### src/rtl/tmr_reload_unit.sv
module tmr_reload_unit #(
  parameter int CNT_W = 8,
  parameter int DIV_W = 10,
  parameter int TAP0  = DIV_W - 1,
  parameter int TAP1  = 3,
  parameter int TAP2  = 5,
  parameter int TAP3  = 7
) (
  input  logic             clk,
  input  logic             rst_n,
  input  logic             tick,
  input  logic             step,
  input  logic             wr_en,
  input  logic [1:0]       wr_sel,
  input  logic [CNT_W-1:0] wr_data,
  input  logic [1:0]       rd_sel,
  output logic [CNT_W-1:0] rd_data,
  output logic             irq_pend,
  output logic             irq_req
);
  localparam int CTL_W = 3;
  localparam logic [CNT_W-1:0] CNT_TOP = '1;
  localparam logic [CNT_W-CTL_W-1:0] CTL_PAD = '1;

  typedef enum logic [1:0] {ST_RUN, ST_LOAD, ST_SETTLE} rl_state_t;

  logic [DIV_W-1:0] div_q, div_nx;
  logic [CNT_W-1:0] cnt_q, mod_q;
  logic [CTL_W-1:0] ctl_q, ctl_nx;
  rl_state_t        st_q, st_nx;
  logic             wr_cnt, wr_mod, wr_ctl;
  logic             gate_now, gate_nx, bump, wrap, cancel;

  function automatic logic tap_of(input logic [DIV_W-1:0] d, input logic [1:0] s);
    case (s)
      2'd0:    tap_of = d[TAP0];
      2'd1:    tap_of = d[TAP1];
      2'd2:    tap_of = d[TAP2];
      default: tap_of = d[TAP3];
    endcase
  endfunction

  assign wr_cnt   = wr_en && (wr_sel == 2'd0);
  assign wr_mod   = wr_en && (wr_sel == 2'd1);
  assign wr_ctl   = wr_en && (wr_sel == 2'd2);
  assign div_nx   = div_q + {{(DIV_W-1){1'b0}}, tick};
  assign ctl_nx   = wr_ctl ? wr_data[CTL_W-1:0] : ctl_q;
  assign gate_now = ctl_q[2]  & tap_of(div_q,  ctl_q[1:0]);
  assign gate_nx  = ctl_nx[2] & tap_of(div_nx, ctl_nx[1:0]);
  assign bump     = gate_now & ~gate_nx & ~wr_cnt;
  assign wrap     = bump && (cnt_q == CNT_TOP);
  assign cancel   = wr_cnt && (st_q == ST_LOAD);

  always_comb begin
    st_nx = st_q;
    if (step) begin
      case (st_q)
        ST_LOAD:   st_nx = ST_SETTLE;
        ST_SETTLE: st_nx = ST_RUN;
        default:   st_nx = ST_RUN;
      endcase
    end
    if (wrap)   st_nx = ST_LOAD;
    if (cancel) st_nx = ST_RUN;
  end

  always_comb begin
    case (rd_sel)
      2'd0:    rd_data = cnt_q;
      2'd1:    rd_data = mod_q;
      2'd2:    rd_data = {CTL_PAD, ctl_q};
      default: rd_data = '1;
    endcase
  end

  always_ff @(posedge clk) begin
    if (!rst_n) begin
      div_q    <= '0;
      cnt_q    <= '0;
      mod_q    <= '0;
      ctl_q    <= '0;
      st_q     <= ST_RUN;
      irq_pend <= 1'b0;
      irq_req  <= 1'b0;
    end else begin
      div_q <= div_nx;
      ctl_q <= ctl_nx;
      st_q  <= st_nx;
      if (wr_mod) mod_q <= wr_data;
      if (wr_cnt)    cnt_q <= wr_data;
      else if (wrap) cnt_q <= mod_q;
      else if (bump) cnt_q <= cnt_q + 1'b1;
      irq_req <= step & irq_pend;
      if (cancel)    irq_pend <= 1'b0;
      else if (step) irq_pend <= (st_q == ST_LOAD);
    end
  end

  a_r2_hold_idle: assert property (@(posedge clk) disable iff (!rst_n)
    (!tick && !wr_en) |=> $stable(cnt_q));

  a_r3_wrap_load: assert property (@(posedge clk) disable iff (!rst_n)
    wrap |=> (st_q == ST_LOAD) && (cnt_q == $past(mod_q)));

  a_r4_park: assert property (@(posedge clk) disable iff (!rst_n)
    (step && st_q == ST_LOAD && !wr_cnt && !wrap) |=> (irq_pend && st_q == ST_SETTLE));

  a_r5_release: assert property (@(posedge clk) disable iff (!rst_n)
    irq_req |-> ($past(step) && $past(irq_pend)));

  a_r9_cancel: assert property (@(posedge clk) disable iff (!rst_n)
    (wr_cnt && st_q == ST_LOAD) |=> (st_q == ST_RUN && !irq_pend && cnt_q == $past(wr_data)));
endmodule

### config.mk
export PLATFORM = sky130hd
export DESIGN_NAME = tmr_reload_unit
export DESIGN_NICKNAME = d
export VERILOG_FILES = /design/src/rtl/tmr_reload_unit.sv
export SDC_FILE = /design/constraint.sdc
export NUM_CORES = 1
export LEC_CHECK = 0
export CAP_MARGIN = 10
export CORE_ASPECT_RATIO = 0.6
export CORE_MARGIN = 4
export CORE_UTILIZATION = 44
export DETAILED_ROUTE_END_ITERATION = 8
export DONT_BUFFER_PORTS = 1
export GPL_TIMING_DRIVEN = 1
export HOLD_SLACK_MARGIN = 0.03
export PLACE_DENSITY = 0.65
export SYNTH_ARGS = -nofsm -noshare
export SYNTH_HDL_FRONTEND = slang
export SYNTH_SLANG_ARGS = --single-unit
### constraint.sdc
create_clock -name clk -period 6.2 [get_ports clk]
set_clock_uncertainty 0.2 [all_clocks]
set_input_delay 1.55 -clock clk [delete_from_list [all_inputs] [get_ports clk]]
set_output_delay 1.55 -clock clk [all_outputs]
set_load 0.01 [all_outputs]
==> results of run 1 <==
[routing by layer]
metal	GRT usage, %	wire length [µm]	part of all wire, %	vias to the layer above
met2	25.5	1880	43	51
met5	0	0	0	-
met1	23.2	2120	48	711
li1	-	-	-	721
met3	6.87	397	9.0	4
met4	5.36	15	0.34	0
[worst min-delay path by stage]
stage	depth (start not counted)	slack [ns]	startpoint	endpoint
final	2	0.30	st_q[0]	st_q[0]
after global routing	2	0.34	st_q[0]	st_q[0]
after CTS	2	0.30	st_q[0]	st_q[0]
after detailed placement	2	0.29	st_q[0]	st_q[0]
after global placement	2	0.27	st_q[0]	st_q[0]
after floorplan	2	0.26	st_q[0]	st_q[0]
[registers in the layout (all words and copies together) (netlist names)]
| register | count |
|---|---|
| ctl_q | 3 |
| st_q | 2 |
| mod_q | 8 |
| irq_pend | 1 |
| cnt_q | 8 |
| irq_req | 1 |
| div_q | 10 |
[power by group through the flow]
stage          logic (W)  registers [W]  clock network (W)
3_5_place_dp   0.0000329       0.000229                  0
4_1_cts        0.0000330       0.000225           0.000187
6_report       0.0000328       0.000225           0.000183
5_1_grt        0.0000361       0.000226           0.000193
2_1_floorplan  0.0000308       0.000227                  0
3_3_place_gp   0.0000320       0.000229                  0
[cell type report]
| cell class | count | share of cell area (%) |
|---|---|---|
| multi-input cells | 158 | 56.8 |
| flip-flops and latches | 33 | 34.0 |
| inverters | 5 | 0.966 |
| clock inverters | 1 | 0.258 |
| clock buffers | 7 | 4.96 |
| well taps | 47 | 3.03 |
[kinds of logic after synthesis]
kind of cell	share of synthesized area, %
AO/OA/AOI/OAI	12.9
XOR/XNOR	4.36
adder cells (fa/ha/maj)	2.07
buffers and inverters	2.49
flip-flops	36.5
multiplexers	14.2
AND/OR/NAND/NOR	27.4
[placed cells by master (no fill, tap or decap), types with 2 or more instances in the layout]
| cell type | count |
|---|---|
| o31ai_1 | 2 |
| clkbuf_8 | 7 |
| a21oi_1 | 11 |
| nand4b_1 | 2 |
| xnor2_1 | 4 |
| nor3_1 | 2 |
| inv_1 | 5 |
| nand2_1 | 23 |
| o21ai_0 | 10 |
| nor2b_1 | 14 |
| nand4_1 | 4 |
| a211oi_1 | 2 |
| nand3_1 | 14 |
| nand2b_1 | 4 |
| dfxtp_1 | 33 |
| o211ai_1 | 2 |
| ha_1 | 3 |
| mux2i_1 | 21 |
| and2_1 | 6 |
| xor2_1 | 5 |
| and3_1 | 6 |
| nor2_1 | 5 |
| a31oi_1 | 2 |
| nand3b_1 | 2 |
[metrics by stage]
step	utilization (%)	total power (W)	std cells	setup slack [ns]	area, µm²
after floorplan	-	0.000258	202	2.08	1810
after global placement	48.4	0.000261	243	2.42	1840
after detailed placement	48.4	0.000262	243	2.42	1840
after CTS	51.0	0.000444	251	2.42	1940
after global routing	51.0	0.000455	251	2.36	1940
final	51.0	0.000441	251	2.42	1940
==> key figures, run 1 <==
Run
  • Max_cap viols: 0

Clocking
  • Root buf cell: clkbuf_8
  • CTS Hold Bufs: 0
  • Worst-Skew Late Latency: between 0.2 and 0.3 ns
  • H-tree levels: 2
  • CTS tree: built
  • Sink Count: 33
  • Clock tree buffer depth: 2
  • CTS resizes: 0
  • CTS Buf Count: 5
  • Worst-path clk slew: about 0.07 ns
  • Post-CTS Setup Bufs: 0

Setup path
  • Crit path buf inv count: 1
  • Crit path max-delay family: compound AO/OA/AOI/OAI gates
  • Cells on worst reg2reg path: 8
  • Worst path cell trace: inv_1 > a21oi_1
  • CP startpoint: rd_sel[1]
  • Worst R2R Setup Slack: 3.69 ns
  • Reg2reg end: cnt_q[0]
  • Worst reg2reg startpoint: div_q[0]
  • Kind of critical path: in2out
  • Worst endpoint data arrival time: roughly 2 ns
  • Crit path required time: 4.45 ns
  • Max incr delay on CP: 0.34 ns
  • Critical Path Start Type: input pin
  • Max FO, Critical Path: 8
  • Stages on worst setup path: 2
  • Crit path to: rd_data[0]
  • Setup crit end kind: output port
  • Slowest CP cell: a21oi_1

STA
  • Hold Fails Final Rpt: 0
  • Max-Slew Margin vs Limit: around a third
  • Crit share post-route: between 60 and 70%
  • Worst-Margin Slew: around 1 ns
  • Final setup viols: 0
  • Final hold slack: about 0.3 ns
  • Setup TNS: 0 ns
  • Final min period: 3.78 ns
  • Fin. max-slew vios: 0
  • RSZ-0062 raised after global routing: no
  • Max Fclk: about 0.26 GHz

Status
  • Status: completed

Synthesis
  • Post-synth cell types: 39
  • Syn Inst Count: about 200
  • Synth top area cells: dfxtp_1 (37%), mux2i_1 (12%), nor2b_1 (4.8%)
  • Synth Cell Area: 1810 µm²
  • Ys Warns: 0
  • Syn Area/Cell: 8.96 µm²
  • Most frequent cell after synthesis: dfxtp_1
  • Post-synth top area share: a little over a third
  • Post-synth EDFFs: 0
  • Synth area leader: dfxtp_1
  • Ys async rst share: 0%
  • Synth Register Bits: 33
  • Main synth FF type: dfxtp_1
  • Post-Syn Nets: 222
  • Part of the Yosys area used for sequential elements: roughly 37%
  • Post-synth top cells: dfxtp_1 (33), nand2_1 (23), mux2i_1 (21)

Power
  • Sw Ratio: between 20% and 30%
  • Combinational Power Share: 7.4%
  • Seq pwr share: 51.0%
  • Cell leakage power: approximately 0.8 nW
  • Pwr/cell area: around 230 nW/µm²
  • Switch Pwr: roughly 0.00011 W
  • Peak VDD IR: 0.000103 V
  • Int Pwr: approximately 0.00033 W
  • Clock power frac: a little over two fifths

Floorplanning
  • Ports: 27
  • Die width: 90.8 µm
  • FP Rows: 17
  • Die ar.: around 5200 µm²
  • Die Ht: 57.7 µm
  • Initial Util: ~48%
  • CORE AREA: 3810 µm²

Worst hold path
  • Worst Hold Class: reg2reg

Global route
  • Antenna violations before repair: 0
  • Total Routing Usage GR: 17.2%
  • Total grt overflow: 0
  • Largest net degree at the start of global routing: 34
  • First-pass GRT wire length: roughly 7000 µm
  • Vias in the first global route: about 1500

Placed design
  • DP HPWL: ~3300 µm
  • Port-buffer cells: 0
  • GPL Wtd Cong: 0.828

Route
  • DRT Pass-1 Iters: 5
  • Via-per-instance ratio: 5.92
  • Residual DRC count: 0
  • Routed len/inst: between 15 and 20 µm
  • Post-Route WL: 4400 µm
  • Vias: 1487
  • Initial drt markers: 82
  • DRT antenna net count: 0

Final layout
  • Final nets: 223
  • N_diodes: 0
  • Layout cell share with drive strength beyond 1: approximately a tenth
  • P&R area growth vs syn: 7.40%
  • FILL cells: between 300 and 400
  • FF/Latch Area: ~660 µm²
  • Area of the multi-input gates: around 1100 µm²
No activity file was read; power rests on OpenSTA's default activity.
==> inputs of run 2 (changes only) <==
- clock period: 6.2 -> 3.6 ns (I/O delays scaled with it)
==> key figures, run 2 (synthesis results as in run 1) <==
Status
  • Status: completed

Route
  • Residual DRC count: 0 (unchanged)
  • Initial drt markers: 99 (+21%)
  • Routed len/inst: 17.1 µm (-2.6%)
  • Post-Route WL: 4310 µm (-2.2%)
  • DRT Pass-1 Iters: 4 (-1)
  • Vias: 1465 (-1.5%)
  • DRT antenna net count: 0 (unchanged)
  • Via-per-instance ratio: 5.81 (-1.9%)

Setup path
  • Critical Path Start Type: input pin
  • Setup crit end kind: flip-flop
  • Crit path buf inv count: 0 (-1)
  • Max incr delay on CP: 0.50 ns (+0.16 ns)
  • Max FO, Critical Path: 9 (+1)
  • Crit path required time: 3.60 ns (-0.85 ns)
  • Most frequent cell on the critical path: mux2i_1
  • Slowest CP cell: a211oi_4
  • Worst R2R Setup Slack: 1.12 ns (-2.57 ns)
  • CP startpoint: tick
  • Crit path max-delay family: compound AO/OA/AOI/OAI gates
  • Worst reg2reg startpoint: div_q[0]
  • Worst path cell trace: ha_1 > and3_1 > nand4_1 > xor2_1 > mux2i_1 > a211oi_4 > mux2i_1 > a221oi_2
  • Kind of critical path: in2reg
  • Worst endpoint data arrival time: 2.79 ns (+0.76 ns)

STA
  • Fin. max-slew vios: 0 (unchanged)
  • Final worst slack: 0.815 ns (-1.60 ns)
  • Worst-Margin Slew: 0.630 ns (-0.369 ns)
  • Max-Slew Margin vs Limit: 57.6% (+24 points)
  • Final setup viols: 0 (unchanged)
  • Hold Fails Final Rpt: 0 (unchanged)
  • Final hold slack: 0.309 ns (+0.00827 ns)
  • Crit share post-route: between 70 and 80%
  • Final min period: around 2.8 ns
  • Setup TNS: 0 ns (unchanged)
  • Max Fclk: ~0.36 GHz
  • RSZ-0062 raised after global routing: no

Clocking
  • CTS Buf Count: 5 (unchanged)
  • CTS Hold Bufs: 0 (unchanged)
  • CTS resizes: 0 (unchanged)
  • Worst-Skew Late Latency: 0.29 ns (about the same)
  • Root buf cell: clkbuf_8
  • Post-CTS Setup Bufs: 0 (unchanged)
  • Sink Count: 33 (unchanged)
  • CTS tree: built
  • Worst-path clk slew: 0.07 ns (about the same)
  • H-tree levels: 2 (unchanged)
  • Clock tree buffer depth: 2 (unchanged)

Floorplanning
  • Initial Util: 47.5% (unchanged)
  • FP Rows: 17 (unchanged)
  • Die Ht: 57.7 µm (unchanged)
  • CORE AREA: 3810 µm² (unchanged)
  • Die width: 90.8 µm (unchanged)
  • Ports: 27 (unchanged)
  • Die ar.: 5240 µm² (unchanged)

Final layout
  • N_diodes: 0 (unchanged)
  • Layout cell share with drive strength beyond 1: 9.27% (-0.045 points)
  • Largest Register: div_q
  • Max FFs per register: 10 (unchanged)
  • Final nets: 224 (+0.45%)
  • Most common cell after layout, fill and taps aside: dfxtp_1
  • Final instance area: 1970 µm² (+1.2%)
  • Biggest registers after layout: div_q x10, cnt_q x8, mod_q x8
  • Commonest cells after routing, fill and taps aside: dfxtp_1 (33), nand2_1 (23), mux2i_1 (21)
  • Final Non-Filler Cells: 252 (+0.40%)
  • P&R area growth vs syn: 8.64%

Power
  • Peak VDD IR: 0.000200 V (+94%)
  • Pwr/cell area: 412 nW/µm² (+81%)
  • Cell leakage power: 0.796 nW (+1.2%)

Global route
  • Antenna violations before repair: 0 (unchanged)
  • First-pass GRT wire length: 7210 µm (+1.3%)
  • Vias in the first global route: 1439 (-0.76%)
  • Total Routing Usage GR: 17.7% (+0.45 points)
  • Largest net degree at the start of global routing: 34 (unchanged)
  • Total grt overflow: 0 (unchanged)

Placed design
  • GPL Wtd Cong: 0.836 (+0.97%)
  • Pre-CTS WS: 0.545 ns (-1.87 ns)
  • DP HPWL: 3140 µm (-3.4%)
  • Area after DPL: 1850 µm² (+0.41%)
  • Placed cell count: 244 (+0.41%)
  • Port-buffer cells: 0 (unchanged)

Worst hold path
  • Hold path startpoint: st_q[0]
  • Worst Hold Class: reg2reg

Run
  • Max_cap viols: 0 (unchanged)
==> run 2: cell types whose count changed in the layout (fill, tap and decap cells not counted), sizes merged <==
cell / delta
buf: +1
bufinv: +1
clkinv: -1
==> run 2: per-stage QoR <==
stage / total power (W) / util [%]
2_1_floorplan: 0.000445 / -
3_3_place_gp: 0.000451 / 48.6
3_5_place_dp: 0.000452 / 48.6
4_1_cts: 0.000817 / 51.6
5_1_grt: 0.000842 / 51.6
6_report: 0.000809 / 51.6
==> run 2: area by class of cell <==
cell class                      count  area [µm²]
Inverter                            5        18.8
Clock buffer                        7        86.3
Timing Repair Buffer                1        7.51
Multi-Input combinational cell    158        1100
Sequential cell                    33         661
Tap cell                           47        58.8
Clock inverter                      1        30.0
Fill cell                         348        1840
==> run 2: report_power, final <==
group | leakage, nW | internal, W | switching, W
Clock | 0.0585 | 0.000226 | 0.000139
Sequential | 0.268 | 0.000376 | 0.0000113
Combinational | 0.470 | 0.0000274 | 0.0000299
==> run 2: final timing paths <==
path / depth (start not counted) / endpoint
worst min register to register: 2 / st_q[0]
worst max-delay path: 8 / cnt_q[0]
worst min-delay path: 2 / st_q[0]
worst max register to register: 8 / cnt_q[0]
==> run 2: metal layers <==
layer	wire (µm)	up-vias	global-route usage, %
met4	68	0	8.15
met1	2060	689	24.7
met3	398	8	5.58
met5	0	-	0
li1	-	722	-
met2	1780	46	24.9
==> run 2: worst register-to-register path, stage by stage (launching register included) <==
cell,delay (ns)
dfxtp_1,0.31
ha_1,0.23
and3_1,0.18
nand4_1,0.12
xor2_1,0.20
mux2i_1,0.17
a211oi_4,0.50
mux2i_1,0.18
a221oi_2,0.29
==> inputs of run 3 (changes only) <==
- ABC_AREA: unset -> 1
- PLACE_DENSITY: 0.65 -> 0.67
- clock period: 3.6 -> 2.5 ns (I/O delays scaled with it)
==> key figures, run 3 <==
Route
  • Initial drt markers: 166 (+68%)
  • DRT Pass-1 Iters: 5 (+1)
  • Vias: 1777 (+21%)
  • Routed len/inst: 14.1 µm (-17%)
  • Via-per-instance ratio: 5.29 (-9.0%)
  • Residual DRC count: 0 (unchanged)
  • DRT antenna net count: 0 (unchanged)
  • Post-Route WL: 4750 µm (+10%)

Synthesis
  • Syn Area/Cell: 7.05 µm² (-21%)
  • Syn Inst Count: 271 (+34%)
  • Ys Warns: 0 (unchanged)
  • Synth Register Bits: 33 (unchanged)
  • Ys async rst share: 0% (unchanged)
  • Post-synth EDFFs: 0 (unchanged)
  • Synth area leader: dfxtp_1
  • Main synth FF type: dfxtp_1
  • Post-synth top cells: nand2_1 (57), inv_1 (42), dfxtp_1 (33)
  • Synth top area cells: dfxtp_1 (35%), nand2_1 (11%), nand3_2 (8.4%)
  • Post-synth cell types: 32 (-18%)
  • Most frequent cell after synthesis: nand2_1
  • Post-Syn Nets: 291 (+31%)
  • Part of the Yosys area used for sequential elements: 34.6% (-1.9 points)
  • Post-synth top area share: 34.6% (-1.9 points)
  • Synth Cell Area: 1910 µm² (+5.6%)

Worst hold path
  • Worst Hold Class: in2reg

Final layout
  • Layout cell share with drive strength beyond 1: 14.5% (+5.2 points)
  • Final nets: 295 (+32%)
  • Largest Register: div_q
  • P&R area growth vs syn: 7.66%
  • Commonest cells after routing, fill and taps aside: nand2_1 (57), inv_1 (42), dfxtp_1 (33)
  • N_diodes: 0 (unchanged)
  • Biggest registers after layout: div_q x10, cnt_q x8, mod_q x8
  • Most common cell after layout, fill and taps aside: nand2_1
  • Max FFs per register: 10 (unchanged)

Clocking
  • H-tree levels: 2 (unchanged)
  • CTS resizes: 0 (unchanged)
  • CTS Hold Bufs: 0 (unchanged)
  • Post-CTS Setup Bufs: 0 (unchanged)
  • Clock tree buffer depth: 2 (unchanged)
  • Worst-Skew Late Latency: 0.29 ns (about the same)
  • Sink Count: 33 (unchanged)
  • CTS tree: built
  • CTS Buf Count: 5 (unchanged)
  • Worst-path clk slew: 0.07 ns (about the same)
  • Root buf cell: clkbuf_8

Global route
  • Vias in the first global route: 1577 (+9.6%)
  • Total Routing Usage GR: 18.6% (+0.93 points)
  • Largest net degree at the start of global routing: 21 (-38%)
  • Met1 Usage GRT: 28.5% (+3.7 points)
  • Gr busiest metal: met1
  • Met3 Use GR: 5.20% (-0.37 points)
  • First-pass GRT wire length: 7830 µm (+8.6%)
  • Antenna violations before repair: 0 (unchanged)
  • Met2 global-route usage: 24.7% (-0.20 points)
  • Total grt overflow: 0 (unchanged)

STA
  • Setup TNS: 0 ns (unchanged)
  • Fin. max-slew vios: 0 (unchanged)
  • Final min period: 2.12 ns
  • Max-Slew Margin vs Limit: 71.7% (+14 points)
  • Crit share post-route: around 85%
  • Hold Fails Final Rpt: 0 (unchanged)
  • Final setup viols: 0 (unchanged)
  • Worst-Margin Slew: 0.424 ns (-0.206 ns)
  • Final worst slack: 0.379 ns (-0.436 ns)
  • Max Fclk: roughly 0.47 GHz
  • RSZ-0062 raised after global routing: no

Floorplanning
  • Die Ht: 59.0 µm (+2.4%)
  • CORE AREA: 4140 µm² (+8.8%)
  • Ports: 27 (unchanged)
  • Die width: 93.1 µm (+2.5%)
  • Die ar.: 5490 µm² (+5.0%)
  • Initial Util: 46.1% (-1.4 points)
  • FP Rows: 18 (+1)

Power
  • Seq pwr share: 52.4% (+4.6 points)
  • Switch Pwr: 0.000292 W (+62%)
  • Combinational Power Share: 9.9% (+2.8 points)
  • Cell leakage power: 0.914 nW (+15%)
  • Pwr/cell area: 516 nW/µm² (+25%)
  • Peak VDD IR: 0.000279 V (+40%)
  • Clock power frac: 37.7% (-7.4 points)
  • Sw Ratio: 27.5% (+5.2 points)
  • Int Pwr: 0.000769 W (+22%)

Placed design
  • DP HPWL: 3510 µm (+12%)
  • GPL Wtd Cong: 0.838 (+0.28%)
  • Pre-CTS WS: 0.251 ns (-0.294 ns)
  • Port-buffer cells: 0 (unchanged)

Setup path
  • Kind of critical path: in2out
  • Worst endpoint data arrival time: 1.30 ns (-1.49 ns)
  • Setup crit end kind: output port
  • Critical Path Start Type: input pin
  • Max FO, Critical Path: 6 (-3)
  • Crit path required time: 1.67 ns (-1.93 ns)

Status
  • Status: completed

Run
  • Max_cap viols: 0 (unchanged)
[run 3: cell count changes after synthesis, sizes merged, moves of 14 or more]
cell	previous run	this run
nor2b	14	0
nor2	5	28
nand2	23	62
nand3	14	30
mux2i	22	0
inv	5	45
[run 3: critical path, cell delays in order]
cell and delay [ns]:
nor2_1 0.16, inv_1 0.18, o221ai_1 0.33
[run 3: worst paths after layout]
check / endpoint / slack (ns) / depth (start not counted) / startpoint
hold reg to reg: div_q[4] / 0.27 / 1 / div_q[4]
setup / recovery: rd_data[0] / 0.38 / 3 / rd_sel[1]
setup reg to reg: cnt_q[0] / 0.48 / 9 / cnt_q[1]
hold / removal: div_q[0] / 0.23 / 2 / rst_n
[run 3: logic make-up (layout without fill, tap and decap cells)]
logic type,count (synthesis),in the layout,share of synthesized area (%)
adder cells (fa/ha/maj),3,3,1.96
AND/OR/NAND/NOR,135,135,37.1
buffers and inverters,50,55,10.4
XOR/XNOR,3,3,1.38
AO/OA/AOI/OAI,47,47,14.5
flip-flops,33,33,34.6
[run 3: through the flow]
| stage | cells | power (W) | hold slack (ns) | instance area (µm²) | utilization (%) |
|---|---|---|---|---|---|
| 6_report | 336 | 0.00106 | 0.228 | 2060 | 49.6 |
| 2_1_floorplan | 271 | 0.000653 | 0.241 | 1910 | - |
| 4_1_cts | 336 | 0.00107 | 0.220 | 2060 | 49.6 |
| 5_1_grt | 336 | 0.00111 | 0.228 | 2060 | 49.6 |
| 3_3_place_gp | 328 | 0.000669 | 0.258 | 1970 | 47.6 |
| 3_5_place_dp | 328 | 0.000671 | 0.258 | 1970 | 47.6 |
[run 3: final cells by class]
class / instances / area, µm²
Clock buffer: 5 / 68.8
Clock inverter: 3 / 17.5
Fill cell: 438 / 2090
Inverter: 45 / 169
Multi-Input combinational cell: 188 / 1050
Sequential cell: 33 / 661
Tap cell: 60 / 75.1
Timing Repair Buffer: 2 / 15.0
[run 3: power by group through the flow]
stage,combinational [W],clock [W],sequential [W]
final,0.000105,0.000400,0.000556
after CTS,0.000104,0.000410,0.000556
after global placement,0.000102,0,0.000567
after floorplan,0.0000890,0,0.000564
after global routing,0.000119,0.000437,0.000558
after detailed placement,0.000104,0,0.000568
[run 3: metal layers]
layer | routed length, µm | part of all wire, % | up-vias
met3 | 474 | 10 | 5
met1 | 2460 | 52 | 798
met4 | 51 | 1.1 | 0
met5 | 0 | 0 | -
li1 | - | - | 898
met2 | 1760 | 37 | 76
